`src/rtl/brd_irq_pkg.sv`:
```
package brd_irq_pkg;
    localparam int DATA_W    = 32;
    localparam int ADDR_W    = 20;
    localparam int OFF_W     = 8;
    localparam int SRC_N     = 16;
    localparam int STORE_N   = 10;
    localparam logic [DATA_W-1:0] IRQ_WR_FILTER = 32'h000F_EEFF;

    typedef enum logic [OFF_W-1:0] {
        OFF_LED_A   = 8'h10,
        OFF_LED_B   = 8'h14,
        OFF_LED_CTL = 8'h40,
        OFF_SWITCH  = 8'h60,
        OFF_MISC_W1 = 8'h80,
        OFF_MISC_W2 = 8'h84,
        OFF_MISC_W3 = 8'h88,
        OFF_MISC_RD = 8'h90,
        OFF_IRQ_EN  = 8'hC0,
        OFF_IRQ_PND = 8'hD0,
        OFF_SLOT_A  = 8'hE0,
        OFF_SLOT_B  = 8'hE4
    } reg_off_e;

    typedef struct packed {
        logic               wr;
        logic               rd;
        logic [OFF_W-1:0]   off;
        logic [DATA_W-1:0]  wdata;
    } bus_req_t;

    // Offset of plain storage slot idx.
    function automatic logic [OFF_W-1:0] store_offset(input int idx);
        case (idx)
            0: return OFF_LED_A;
            1: return OFF_LED_B;
            2: return OFF_LED_CTL;
            3: return OFF_SWITCH;
            4: return OFF_MISC_W1;
            5: return OFF_MISC_W2;
            6: return OFF_MISC_W3;
            7: return OFF_MISC_RD;
            8: return OFF_SLOT_A;
            default: return OFF_SLOT_B;
        endcase
    endfunction
endpackage

```
`src/rtl/brd_store_bank.sv`:
```
module brd_store_bank
    import brd_irq_pkg::*;
#(
    parameter int DW = DATA_W,
    parameter int N  = STORE_N
) (
    input  logic     clk,
    input  logic     rst,
    input  bus_req_t req,
    output logic     rd_hit,
    output logic [DW-1:0] rd_val
);
    logic [DW-1:0] slot_q [N];
    logic [N-1:0]  sel;

    for (genvar g = 0; g < N; g++) begin : g_slot
        assign sel[g] = (req.off == store_offset(g));
        always_ff @(posedge clk) begin
            if (rst)
                slot_q[g] <= '0;
            else if (req.wr && sel[g])
                slot_q[g] <= req.wdata[DW-1:0];
        end
    end

    always_comb begin
        rd_val = '0;
        for (int i = 0; i < N; i++)
            if (sel[i]) rd_val = slot_q[i];
    end
    assign rd_hit = |sel;

    a_r2_one_slot: assert property (@(posedge clk) disable iff (rst)
        $onehot0(sel));
endmodule

```
`src/rtl/brd_irq_ctl.sv`:
```
module brd_irq_ctl
    import brd_irq_pkg::*;
#(
    parameter int DW   = DATA_W,
    parameter int SRCS = SRC_N
) (
    input  logic            clk,
    input  logic            rst,
    input  bus_req_t        req,
    input  logic [SRCS-1:0] irq_in,
    output logic [DW-1:0]   en_q,
    output logic [DW-1:0]   pend_q,
    output logic            irq_parent
);
    localparam int IDX_W = $clog2(SRCS);

    logic [SRCS-1:0]  lvl_q;
    logic [SRCS-1:0]  en_chg;
    logic [IDX_W-1:0] win_idx;
    logic             en_wr, pend_wr;

    assign en_wr   = req.wr && (req.off == OFF_IRQ_EN);
    assign pend_wr = req.wr && (req.off == OFF_IRQ_PND);
    assign en_chg  = (irq_in ^ lvl_q) & en_q[SRCS-1:0];

    // Lowest-numbered enabled change wins.
    always_comb begin
        win_idx = '0;
        for (int i = SRCS - 1; i >= 0; i--)
            if (en_chg[i]) win_idx = IDX_W'(i);
    end

    always_ff @(posedge clk) begin
        if (rst) begin
            lvl_q      <= '0;
            en_q       <= '0;
            pend_q     <= '0;
            irq_parent <= 1'b0;
        end else begin
            lvl_q <= irq_in;
            if (en_wr)
                en_q <= req.wdata & IRQ_WR_FILTER;
            if (|en_chg) begin
                pend_q     <= DW'(1) << win_idx;
                irq_parent <= irq_in[win_idx];
            end else if (pend_wr) begin
                pend_q <= req.wdata & IRQ_WR_FILTER;
            end
        end
    end

    a_r5_pend_onehot: assert property (@(posedge clk) disable iff (rst)
        (|en_chg) |=> $onehot(pend_q));
    a_r7_lowest_wins: assert property (@(posedge clk) disable iff (rst)
        (|en_chg) |=> (((pend_q[SRCS-1:0] & $past(en_chg)) != '0) &&
                       (((pend_q[SRCS-1:0] - 1'b1) & $past(en_chg)) == '0)));
    a_r5_parent_level: assert property (@(posedge clk) disable iff (rst)
        (|en_chg) |=> (irq_parent == |(pend_q[SRCS-1:0] & lvl_q)));
    a_r6_quiet_hold: assert property (@(posedge clk) disable iff (rst)
        (!(|en_chg) && !pend_wr) |=> ($stable(pend_q) && $stable(irq_parent)));
    a_r3_never_enabled: assert property (@(posedge clk) disable iff (rst)
        1'b1 |=> (en_q[8] == 1'b0 && en_q[12] == 1'b0));
endmodule

```
`src/rtl/brd_irq_agg.sv`:
```
module brd_irq_agg
    import brd_irq_pkg::*;
#(
    parameter int DW   = DATA_W,
    parameter int AW   = ADDR_W,
    parameter int SRCS = SRC_N
) (
    input  logic            clk,
    input  logic            rst,
    input  logic [AW-1:0]   bus_addr,
    input  logic            bus_wr,
    input  logic [DW-1:0]   bus_wdata,
    input  logic            bus_rd,
    output logic [DW-1:0]   bus_rdata,
    input  logic [SRCS-1:0] irq_in,
    output logic            irq_parent
);
    bus_req_t      req;
    logic          st_hit;
    logic [DW-1:0] st_val, en_q, pend_q, rd_next;

    always_comb begin
        req.wr    = bus_wr;
        req.rd    = bus_rd;
        req.off   = bus_addr[OFF_W-1:0];
        req.wdata = bus_wdata;
    end

    brd_store_bank #(.DW(DW), .N(STORE_N)) u_store (
        .clk(clk), .rst(rst), .req(req), .rd_hit(st_hit), .rd_val(st_val)
    );

    brd_irq_ctl #(.DW(DW), .SRCS(SRCS)) u_irq (
        .clk(clk), .rst(rst), .req(req), .irq_in(irq_in),
        .en_q(en_q), .pend_q(pend_q), .irq_parent(irq_parent)
    );

    always_comb begin
        if (st_hit)                   rd_next = st_val;
        else if (req.off == OFF_IRQ_EN)  rd_next = en_q;
        else if (req.off == OFF_IRQ_PND) rd_next = pend_q;
        else                          rd_next = '0;
    end

    always_ff @(posedge clk) begin
        if (rst)         bus_rdata <= '0;
        else if (bus_rd) bus_rdata <= rd_next;
        else             bus_rdata <= '0;
    end

    a_r2_idle_zero: assert property (@(posedge clk) disable iff (rst)
        !bus_rd |=> (bus_rdata == '0));
endmodule

```
`config.mk`:
```
export PLATFORM = sky130hd
export DESIGN_NAME = brd_irq_agg
export DESIGN_NICKNAME = d
export VERILOG_FILES = /design/src/rtl/brd_irq_pkg.sv /design/src/rtl/brd_store_bank.sv /design/src/rtl/brd_irq_ctl.sv /design/src/rtl/brd_irq_agg.sv
export SDC_FILE = /design/constraint.sdc
export NUM_CORES = 1
export LEC_CHECK = 0
export BUFFER_PORTS_ARGS = -buffer_cell sky130_fd_sc_hd__buf_2
export CAP_MARGIN = 20
export CORE_MARGIN = 2
export CORE_UTILIZATION = 61
export CTS_BUF_LIST = sky130_fd_sc_hd__clkbuf_4 sky130_fd_sc_hd__clkbuf_8
export DETAILED_ROUTE_END_ITERATION = 10
export GPL_ROUTABILITY_DRIVEN = 1
export PLACE_DENSITY = 0.86
export SYNTH_ARGS = -nofsm -noshare
export SYNTH_HDL_FRONTEND = slang
export SYNTH_SLANG_ARGS = --single-unit
export TNS_END_PERCENT = 20
```
`constraint.sdc`:
```
create_clock -name clk -period 6.86 [get_ports clk]
set_input_delay 0.343 -clock clk [delete_from_list [all_inputs] [get_ports clk]]
set_output_delay 0.343 -clock clk [all_outputs]
set_load 0.01 [all_outputs]
```
# [Word level (Yosys, flattened, before mapping)]
# Memories as Yosys holds them, arrays and structs flattened.
# Cells that the tools add are included.
# Widths: inputs -> output; s select.
[word_totals] reg_bits=99 ram_bits=320 output_inout_bits=33 word_cells=124 memories=1
[mem_list] name="u_store.slot_q" depth=10 width=32 rd=10 rd_ports_with_merged_regs=0 write_ports=10 line="brd_store_bank.sv:13" rtl="logic [DW-1:0] slot_q [N];"
[op_classes] order_cmp=1 eq_ne=12 shift=1 mux=75 bitwise=13 n_reduce_logical=16
[ops] op="$mux 32" count=25
[ops] op="$eq 8x8->1 const B" count=8
[ops] op="$mux 4" count=16
[ops] op="$mux 1" count=33
[ops] op="$shl 1x4->32 const A" count=1
[ops] op="$and 16x16->16" count=1
[ops] op="$eq 8x5->1 const B" count=2
[ops] op="$eq 8x7->1 const B" count=2
[ops] op="$reduce_or 16->1" count=1
[ops] op="$xor 16x16->16" count=1
[ops] op="$logic_and 1x1->1" count=12
[ops] op="$or 1x1->1" count=10
[ops] op="$reduce_or 10->1" count=1
[ops] op="$lt 4x5->1 const B" count=1
[ops] op="$bmux 1 s4" count=1
[ops] op="$reduce_bool 2->1" count=1
[ops] op="$reduce_or 2->1" count=1
[ops] op="$not 1->1" count=1

# [Longest topological paths before layout]
# Gate-level depths: netlist of the first run.
[logic_depth] word_depth=20 ltp_mapped=12 mapped_depth_nobuf=8

# [Modules after synthesis]
# Synthesis of the first run repeated with hierarchy kept, for this count alone.
[unflattened] cells_unflattened=1701 area_unflattened_um2=19697.6
[modules_own_cells] module="brd_store_bank" instances=1 cells_each=1261 area_per_inst_um2=15468.6 seq_area_each_um2=9609.2
[modules_own_cells] module="brd_irq_ctl" instances=1 cells_each=296 area_per_inst_um2=2732.6 seq_area_each_um2=1061.0
[modules_own_cells] module="brd_irq_agg" instances=1 cells_each=144 area_per_inst_um2=1496.4 seq_area_each_um2=640.6

# [Worst setup path after synthesis of the first run]
# Ideal clock, no wire load.
[synth_path] kind="input port to flip-flop" start="input port bus_addr[4]" end="memory u_store.slot_q[3][0] (netlist bit), enable pin" setup_ns=0.388 t_arrival_ns=2.357 path_slack_ns=4.115 cell_stages=7 path_cell_list="buf_2 nor4b_2 and4b_1 buf_2 buf_2 buf_2 a21o_1"
[synth_lines] element="start, declared" line="brd_irq_agg.sv:10" rtl="input logic [AW-1:0] bus_addr,"
[synth_lines] element="end, declared" line="brd_store_bank.sv:13"

# [Worst setup path in the final report of the first run]
[layout_path] start="register u_irq.lvl_q[6]" end="register u_irq.pend_q[2]"
[layout_between] elab_chain_len=11 word_cells_on_any_way=13 cone_classes="1 x shift; 8 x mux; 2 x bitwise; 2 x reduce/logical"
[layout_lines] element="start, declared" line="brd_irq_ctl.sv:17" rtl="logic [SRCS-1:0] lvl_q;"
[layout_lines] element="start signal, assigned" line="brd_irq_ctl.sv:40" rtl="lvl_q <= irq_in;"
[layout_lines] element="$xor 16x16->16 (*)" line="brd_irq_ctl.sv:24" rtl="assign en_chg = (irq_in ^ lvl_q) & en_q[SRCS-1:0];"
[layout_lines] element="$and 16x16->16 (*)" line="brd_irq_ctl.sv:24"
[layout_lines] element="$mux 4 (7 in a row)" line="brd_irq_ctl.sv:30" rtl="if (en_chg[i]) win_idx = IDX_W'(i);"
[layout_lines] element="$shl 1x4->32" line="brd_irq_ctl.sv:44" rtl="pend_q <= DW'(1) << win_idx;"
[layout_lines] element="$mux 32" line="brd_irq_ctl.sv:43" rtl="if (|en_chg) begin"
[layout_lines] element="end signal, assigned" line="brd_irq_ctl.sv:44"
[layout_lines] element="end signal, assigned" line="brd_irq_ctl.sv:47" rtl="pend_q <= req.wdata & IRQ_WR_FILTER;"
[layout_lines] element="end, declared" line="brd_irq_ctl.sv:12" rtl="output logic [DW-1:0] pend_q,"
# Mark *: on every way between the ends. The rest lies on a longest branch, timed or not.
# A chain may end at the register's enable or synchronous reset.

==> impl_metrics.env, run 1 <==
export IMPL_ys_warn_count=0
export IMPL_syn_nets=1530
export IMPL_synth_cell_types=61
export IMPL_finalWeightedCongestion=0.938
export IMPL_tightest_slew_ns=1.19
export IMPL_yosysTopAreaCell="edfxtp_1"
export IMPL_final_cells=1970
export IMPL_synth_seq_cells=405
export IMPL_p_seq_frac=0.550
export IMPL_area_growth_pct=11.9
export IMPL_synth_async_reset_ratio=0
export IMPL_hp_class="in -> reg"
export IMPL_worstPathRequired_ns=7.28
export IMPL_synth_edf_count=320
export IMPL_die_w_um=174
export IMPL_setup_viol=0
export IMPL_intPower_uw=3940
export IMPL_syn_area_um2=17600
export IMPL_cts_sinks=405
export IMPL_cp_end_kind="register"
export IMPL_start_util=0.617
export IMPL_p_clk_frac=0.416
export IMPL_pwr_share_comb=0.034
export IMPL_period_minus_slack_ns=3.01
export IMPL_fillers=1985
export IMPL_coreArea_um2=28500
export IMPL_clock_latency_ns=0.59
export IMPL_power_switching_uw=1120
export IMPL_cts_root_buf="clkbuf_8"
export IMPL_die_area_um2=30200
export IMPL_leakagePower_uw=0.00710
export IMPL_mostFrequentLayoutCell="and2_1"
export IMPL_cts_tree="done"
export IMPL_dp_cells=1849
export IMPL_max_cap_viol_count=0
export IMPL_worstPathMaxFanout=18
export IMPL_mostFrequentLayoutCells="330 x and2_1, 320 x edfxtp_1, 98 x a21oi_1"
export IMPL_critPathLaunchType="register"
export IMPL_seq_area_frac_synth=0.642
export IMPL_avgRoutedWirePerCell_um=23.6
export IMPL_hold_viol_final=0
export IMPL_grt_pass1_wl_um=70600
export IMPL_drt_pass1_iterations=9
export IMPL_finalCritPeriodShare=0.438
export IMPL_power_density_nw_per_um2=256
export IMPL_cts_inserted_buffers=66
export IMPL_drt_iter0_drc=1916
export IMPL_grt_use_total=0.307
export IMPL_cp_arrival_ns=3.43
export IMPL_grt_overflow_total=0
export IMPL_fmax_ghz=0.332
export IMPL_rsz0062_at_grt="false"
export IMPL_synth_area_per_cell_um2=12.1
export IMPL_synth_cells=1458
export IMPL_worstSetupPathType="reg -> reg"
export IMPL_antenna_found_initial=1
export IMPL_fin_setup_tns_ns=0
export IMPL_nets=1607
export IMPL_ir_worst_vdd_v=0.000192
export IMPL_drc=0
export IMPL_ant_nets=0
export IMPL_ios=105
export IMPL_drive_above_1_share=0.168
export IMPL_drt_wl_total_um=46400
export IMPL_dpl_hpwl_um=26400
export IMPL_grt_pass1_vias=12677
export IMPL_die_h_um=174
export IMPL_p_sw_frac=0.221
export IMPL_slew_headroom=0.205
export IMPL_htreeDepth=3
export IMPL_vias=12643
export IMPL_yosys_area_top_type_share=0.546
export IMPL_post_drt_via_cell_ratio=6.42
export IMPL_synth_area_leaders="edfxtp_1 55%, and2_1 12%, dfxtp_1 9.7%, a21oi_1 2.8%, clkbuf_1 1.9%"
export IMPL_finClkSkew_ns=0.0263
export IMPL_io_buffers=92
export IMPL_num_rows=62
export IMPL_clk_pin_slew_ns=0.06
export IMPL_grt_max_degree=63
export IMPL_slew_viol_final=0
export IMPL_status="completed"
export IMPL_synth_flop_cell="edfxtp_1"
export IMPL_clock_path_buffers=3
==> power by group through the flow <==
stage,Sequential (uW),Combinational [uW],Clock (uW)
5_1_grt,2790,184,2220
3_3_place_gp,2820,162,0
3_5_place_dp,2830,167,0
6_report,2780,173,2100
4_1_cts,2780,169,2110
2_1_floorplan,2820,85.5,0
==> per-layer routing <==
metal	routed length, um	vias to the layer above	GRT usage	share of wire
li1	-	5516	-	-
met1	16700	6084	0.391	0.36
met2	21900	876	0.502	0.47
met3	5550	167	0.0632	0.12
met4	2290	0	0.155	0.049
met5	0	-	0	0
==> final cells by class <==
cell class                 count  area (um2)  share of cell area
clock buffer                  92        1130              0.0572
antenna                        1        2.50            0.000127
sequential                   405       11300               0.574
clock inverter                26         191             0.00971
multi-input combinational    923        5810               0.295
timing repair buffer         131         758              0.0385
inverter                       8        30.0             0.00152
tap                          384         480              0.0244
==> logic make-up after synthesis <==
kind of cell	after synthesis	share of synthesized area
buffers and inverters	130	0.0301
multiplexers	8	0.00462
AND/OR/NAND/NOR	549	0.178
AO/OA/AOI/OAI	350	0.138
XOR/XNOR	16	0.00796
flip-flops	405	0.642
==> flip-flops by register name, summed over array words and instances, names as in the netlist <==
| register | flops |
|---|---|
| u_store.slot_q | 320 |
| bus_rdata | 32 |
| u_irq.pend_q | 20 |
| u_irq.en_q | 18 |
| u_irq.lvl_q | 14 |
| u_irq.irq_parent | 1 |
==> Yosys cell counts (8+ instances only) <==
cell	count
clkbuf_1	89
a211oi_1	22
nor2_1	70
o21ai_0	53
dfxtp_1	85
a221oi_1	27
edfxtp_1	320
nor3_1	9
a22oi_1	37
o211ai_1	17
a21oi_1	98
a21o_1	12
nand3_1	9
xor2_1	13
buf_2	22
a221o_1	8
inv_1	8
and2_1	330
a222oi_1	32
a311oi_1	10
buf_1	8
nor2b_1	18
nand2_1	77
==> path summary, 6_finish.rpt <==
| path | to | start | depth (start not counted) | slack [ns] |
|---|---|---|---|---|
| setup reg to reg | u_irq.pend_q[2]$_SDFFE_PP0P_ | u_irq.lvl_q[6]$_SDFF_PP0_ | 7 | 3.85 |
| setup / recovery | u_irq.pend_q[2]$_SDFFE_PP0P_ | u_irq.lvl_q[6]$_SDFF_PP0_ | 7 | 3.85 |
| hold / removal | u_irq.lvl_q[6]$_SDFF_PP0_ | irq_in[6] | 2 | 0.02 |
| hold reg to reg | u_irq.en_q[18]$_SDFFE_PP0P_ | u_irq.en_q[18]$_SDFFE_PP0P_ | 2 | 0.47 |
==> what timing repair did <==
item	CTS	global route
resized for setup	0	0
endpoints found under the hold margin	2	0
hold buffers	2	0
setup buffers	0	0
==> worst max-delay path, cell delays in order, from the launching register on <==
cell,delay [ns]
dfxtp_1,0.31
xor2_1,0.19
a22oi_2,0.30
nand3_1,0.35
nor4_4,0.85
nand2_1,0.55
nor2_1,0.23
a211oi_1,0.08
==> metrics by stage <==
step,total power [uW],worst slack (ns),cell area [um2],hold slack (ns),util
6_report,5060,3.85,19700,0.0233,0.691
5_1_grt,5190,3.60,19700,0.0124,0.691
4_1_cts,5060,3.89,19700,0.0128,0.691
3_5_place_dp,3000,3.60,18400,0.457,0.644
3_3_place_gp,2980,3.66,18400,0.446,0.644
2_1_floorplan,2900,4.12,17600,0.436,-
No activity file was read; power rests on OpenSTA's default activity.
==> run 2, diff against run 1 <==
==> constraint.sdc (replaced) <==
create_clock -name clk -period 3.05 [get_ports clk]
set_input_delay 0.1525 -clock clk [delete_from_list [all_inputs] [get_ports clk]]
set_output_delay 0.1525 -clock clk [all_outputs]
set_load 0.01 [all_outputs]
==> run 2 against run 1 <==
First-iteration DRC count down 9.2%. Clock power is 130% higher. Power increased by 130%. Sequential power grew 120%. Clock skew down 0.0045 ns. Critical path type unchanged. Largest cell class unchanged.
==> impl_metrics.env, run 2 (synthesis results as in run 1) <==
export IMPL_status="completed"
export IMPL_fillers=1849
export IMPL_diodes=0
export IMPL_worstSetupPathType="reg -> reg"
export IMPL_die_area_um2=30200
export IMPL_max_cap_viol_count=0
export IMPL_die_w_um=174
export IMPL_top_regs="u_store.slot_q x320, bus_rdata x32, u_irq.pend_q x20"
export IMPL_nets=1690
export IMPL_cts_tree="done"
export IMPL_drc=0
export IMPL_ant_nets=0
export IMPL_drt_wl_total_um=48000
export IMPL_post_cts_buffers=0
export IMPL_avgRoutedWirePerCell_um=23.4
export IMPL_ir_worst_vdd_v=0.000402
export IMPL_crit_start="u_irq.lvl_q[6]$_SDFF_PP0_"
export IMPL_crit_path_cell_trace="xor2_1 -> a22oi_2 -> nand3_1 -> nor4_4 -> nand2_1 -> nor2_1 -> nor3_1"
export IMPL_slew_viol_final=0
export IMPL_hp_class="in -> reg"
export IMPL_grt_use_total=0.317
export IMPL_mostFrequentLayoutCells="331 x and2_1, 320 x edfxtp_1, 98 x a21oi_1"
export IMPL_ctsResizeCount=0
export IMPL_dpl_hpwl_um=29600
export IMPL_htreeDepth=3
export IMPL_cp_end_kind="register"
export IMPL_finalWeightedCongestion=0.939
export IMPL_cts_sinks=405
export IMPL_max_stage_delay_ns=0.63
export IMPL_post_drt_via_cell_ratio=6.29
export IMPL_worstPathRequired_ns=3.48
export IMPL_grt_overflow_total=0
export IMPL_critPathTopFamily="simple AND/OR/NAND/NOR gates"
export IMPL_period_minus_slack_ns=2.75
export IMPL_power_density_nw_per_um2=561
export IMPL_fmax_ghz=0.364
export IMPL_drt_iter0_drc=1739
export IMPL_slew_headroom=0.470
export IMPL_ios=105
export IMPL_drive_above_1_share=0.185
export IMPL_drt_pass1_iterations=7
export IMPL_clock_path_buffers=3
export IMPL_antenna_found_initial=1
export IMPL_clock_latency_ns=0.60
export IMPL_rrSetupSlack_ns=0.30
export IMPL_cp_arrival_ns=3.18
export IMPL_finalCritPeriodShare=0.902
export IMPL_cts_inserted_buffers=67
export IMPL_path_buf_inv=0
export IMPL_start_util=0.617
export IMPL_tightest_slew_ns=0.785
export IMPL_critPathLaunchType="register"
export IMPL_fin_util=0.720
export IMPL_vias=12923
export IMPL_hold_viol_final=0
export IMPL_hold_end="u_irq.irq_parent$_SDFFE_PP0N_"
export IMPL_io_buffers=92
export IMPL_reg2reg_to="u_irq.pend_q[5]$_SDFFE_PP0P_"
export IMPL_setup_viol=0
export IMPL_die_h_um=174
export IMPL_finClkSkew_ns=0.0218
export IMPL_min_from="irq_in[8]"
export IMPL_rr_startpoint="u_irq.lvl_q[6]$_SDFF_PP0_"
export IMPL_grt_max_degree=61
export IMPL_crit_slowest_cell="nor4_4"
export IMPL_area_growth_pct=16.7
export IMPL_top_register="u_store.slot_q"
export IMPL_cts_root_buf="clkbuf_8"
export IMPL_worstPathMaxFanout=14
export IMPL_num_rows=62
export IMPL_grt_pass1_wl_um=73000
export IMPL_grt_pass1_vias=13039
export IMPL_largest_reg_flops=320
export IMPL_whs_path_depth=5
export IMPL_leakagePower_uw=0.00753
export IMPL_rsz0062_at_grt="false"
export IMPL_coreArea_um2=28500
export IMPL_fin_setup_tns_ns=0
export IMPL_clk_pin_slew_ns=0.06
export IMPL_mostFrequentLayoutCell="and2_1"
export IMPL_r2r_cells=7
-- run 2: cell count changes in the layout (fill, tap and decap cells not counted), sizes merged, moves of 2 or more --
cell	previous run	this run
dlygate4sd3	2	46
bufinv	2	0
clkbuf	92	103
clkinv	18	11
buf	129	167
-- run 2: metrics by stage --
stage                     setup WS, ns  power, uW  instance area [um2]  hold slack [ns]  cells
after floorplan                  0.496       6530                17600            0.281   1458
after detailed placement         0.336       6750                18700            0.414   1887
final                            0.300      11500                20600           0.0899   2053
after global routing             0.188      11800                20600            0.110   2053
after CTS                        0.372      11500                20600           0.0608   2053
after global placement           0.371       6730                18700            0.406   1887
-- run 2: per-layer routing --
layer,GRT usage,part of all wire,vias to the layer above,wire length (um)
met5,0,0.00027,-,13
met2,0.530,0.49,877,23500
li1,-,-,5678,-
met3,0.0728,0.11,161,5370
met4,0.145,0.039,2,1870
met1,0.396,0.36,6205,17300
-- run 2: report_power, final --
part           switching [uW]  internal, uW  total, uW  leakage (uW)
clock                    2180          2650       4830      0.000732
sequential               76.1          6180       6250       0.00373
combinational             308           146        454       0.00307
-- run 2: timing repair --
action | in CTS | in global routing
endpoints found under the setup margin | 0 | 0
hold buffers | 46 | 0
hold endpoints to repair | 172 | 0
-- run 2: cell type report --
class                           instances  area [um2]  area share
Sequential cell                       405       11300       0.550
Tap cell                              384         480      0.0234
Clock inverter                         17         115     0.00560
Multi-Input combinational cell        923        5810       0.283
Timing Repair Buffer                  213        1550      0.0753
Clock buffer                          103        1250      0.0611
Inverter                                8        30.0     0.00146
-- run 2: tightest hold or removal path: cells and delay by family --
kind / cells / cell delay (ns)
simple gates: 1 / 0.04
buf+inv: 1 / 0.08
compound gates: 3 / 0.36
-- run 2: how the worst max path moves through the flow --
stage	end	slack (ns)	cells after the start
after global placement	bus_rdata[1]$_SDFF_PP0_	0.37	10
after floorplan	u_store.slot_q[3][0]$_SDFFCE_PN0P_	0.50	7
after detailed placement	bus_rdata[0]$_SDFF_PP0_	0.34	9
final	u_irq.pend_q[5]$_SDFFE_PP0P_	0.30	7
after CTS	u_irq.pend_q[5]$_SDFFE_PP0P_	0.37	7
after global routing	u_irq.pend_q[3]$_SDFFE_PP0P_	0.19	7
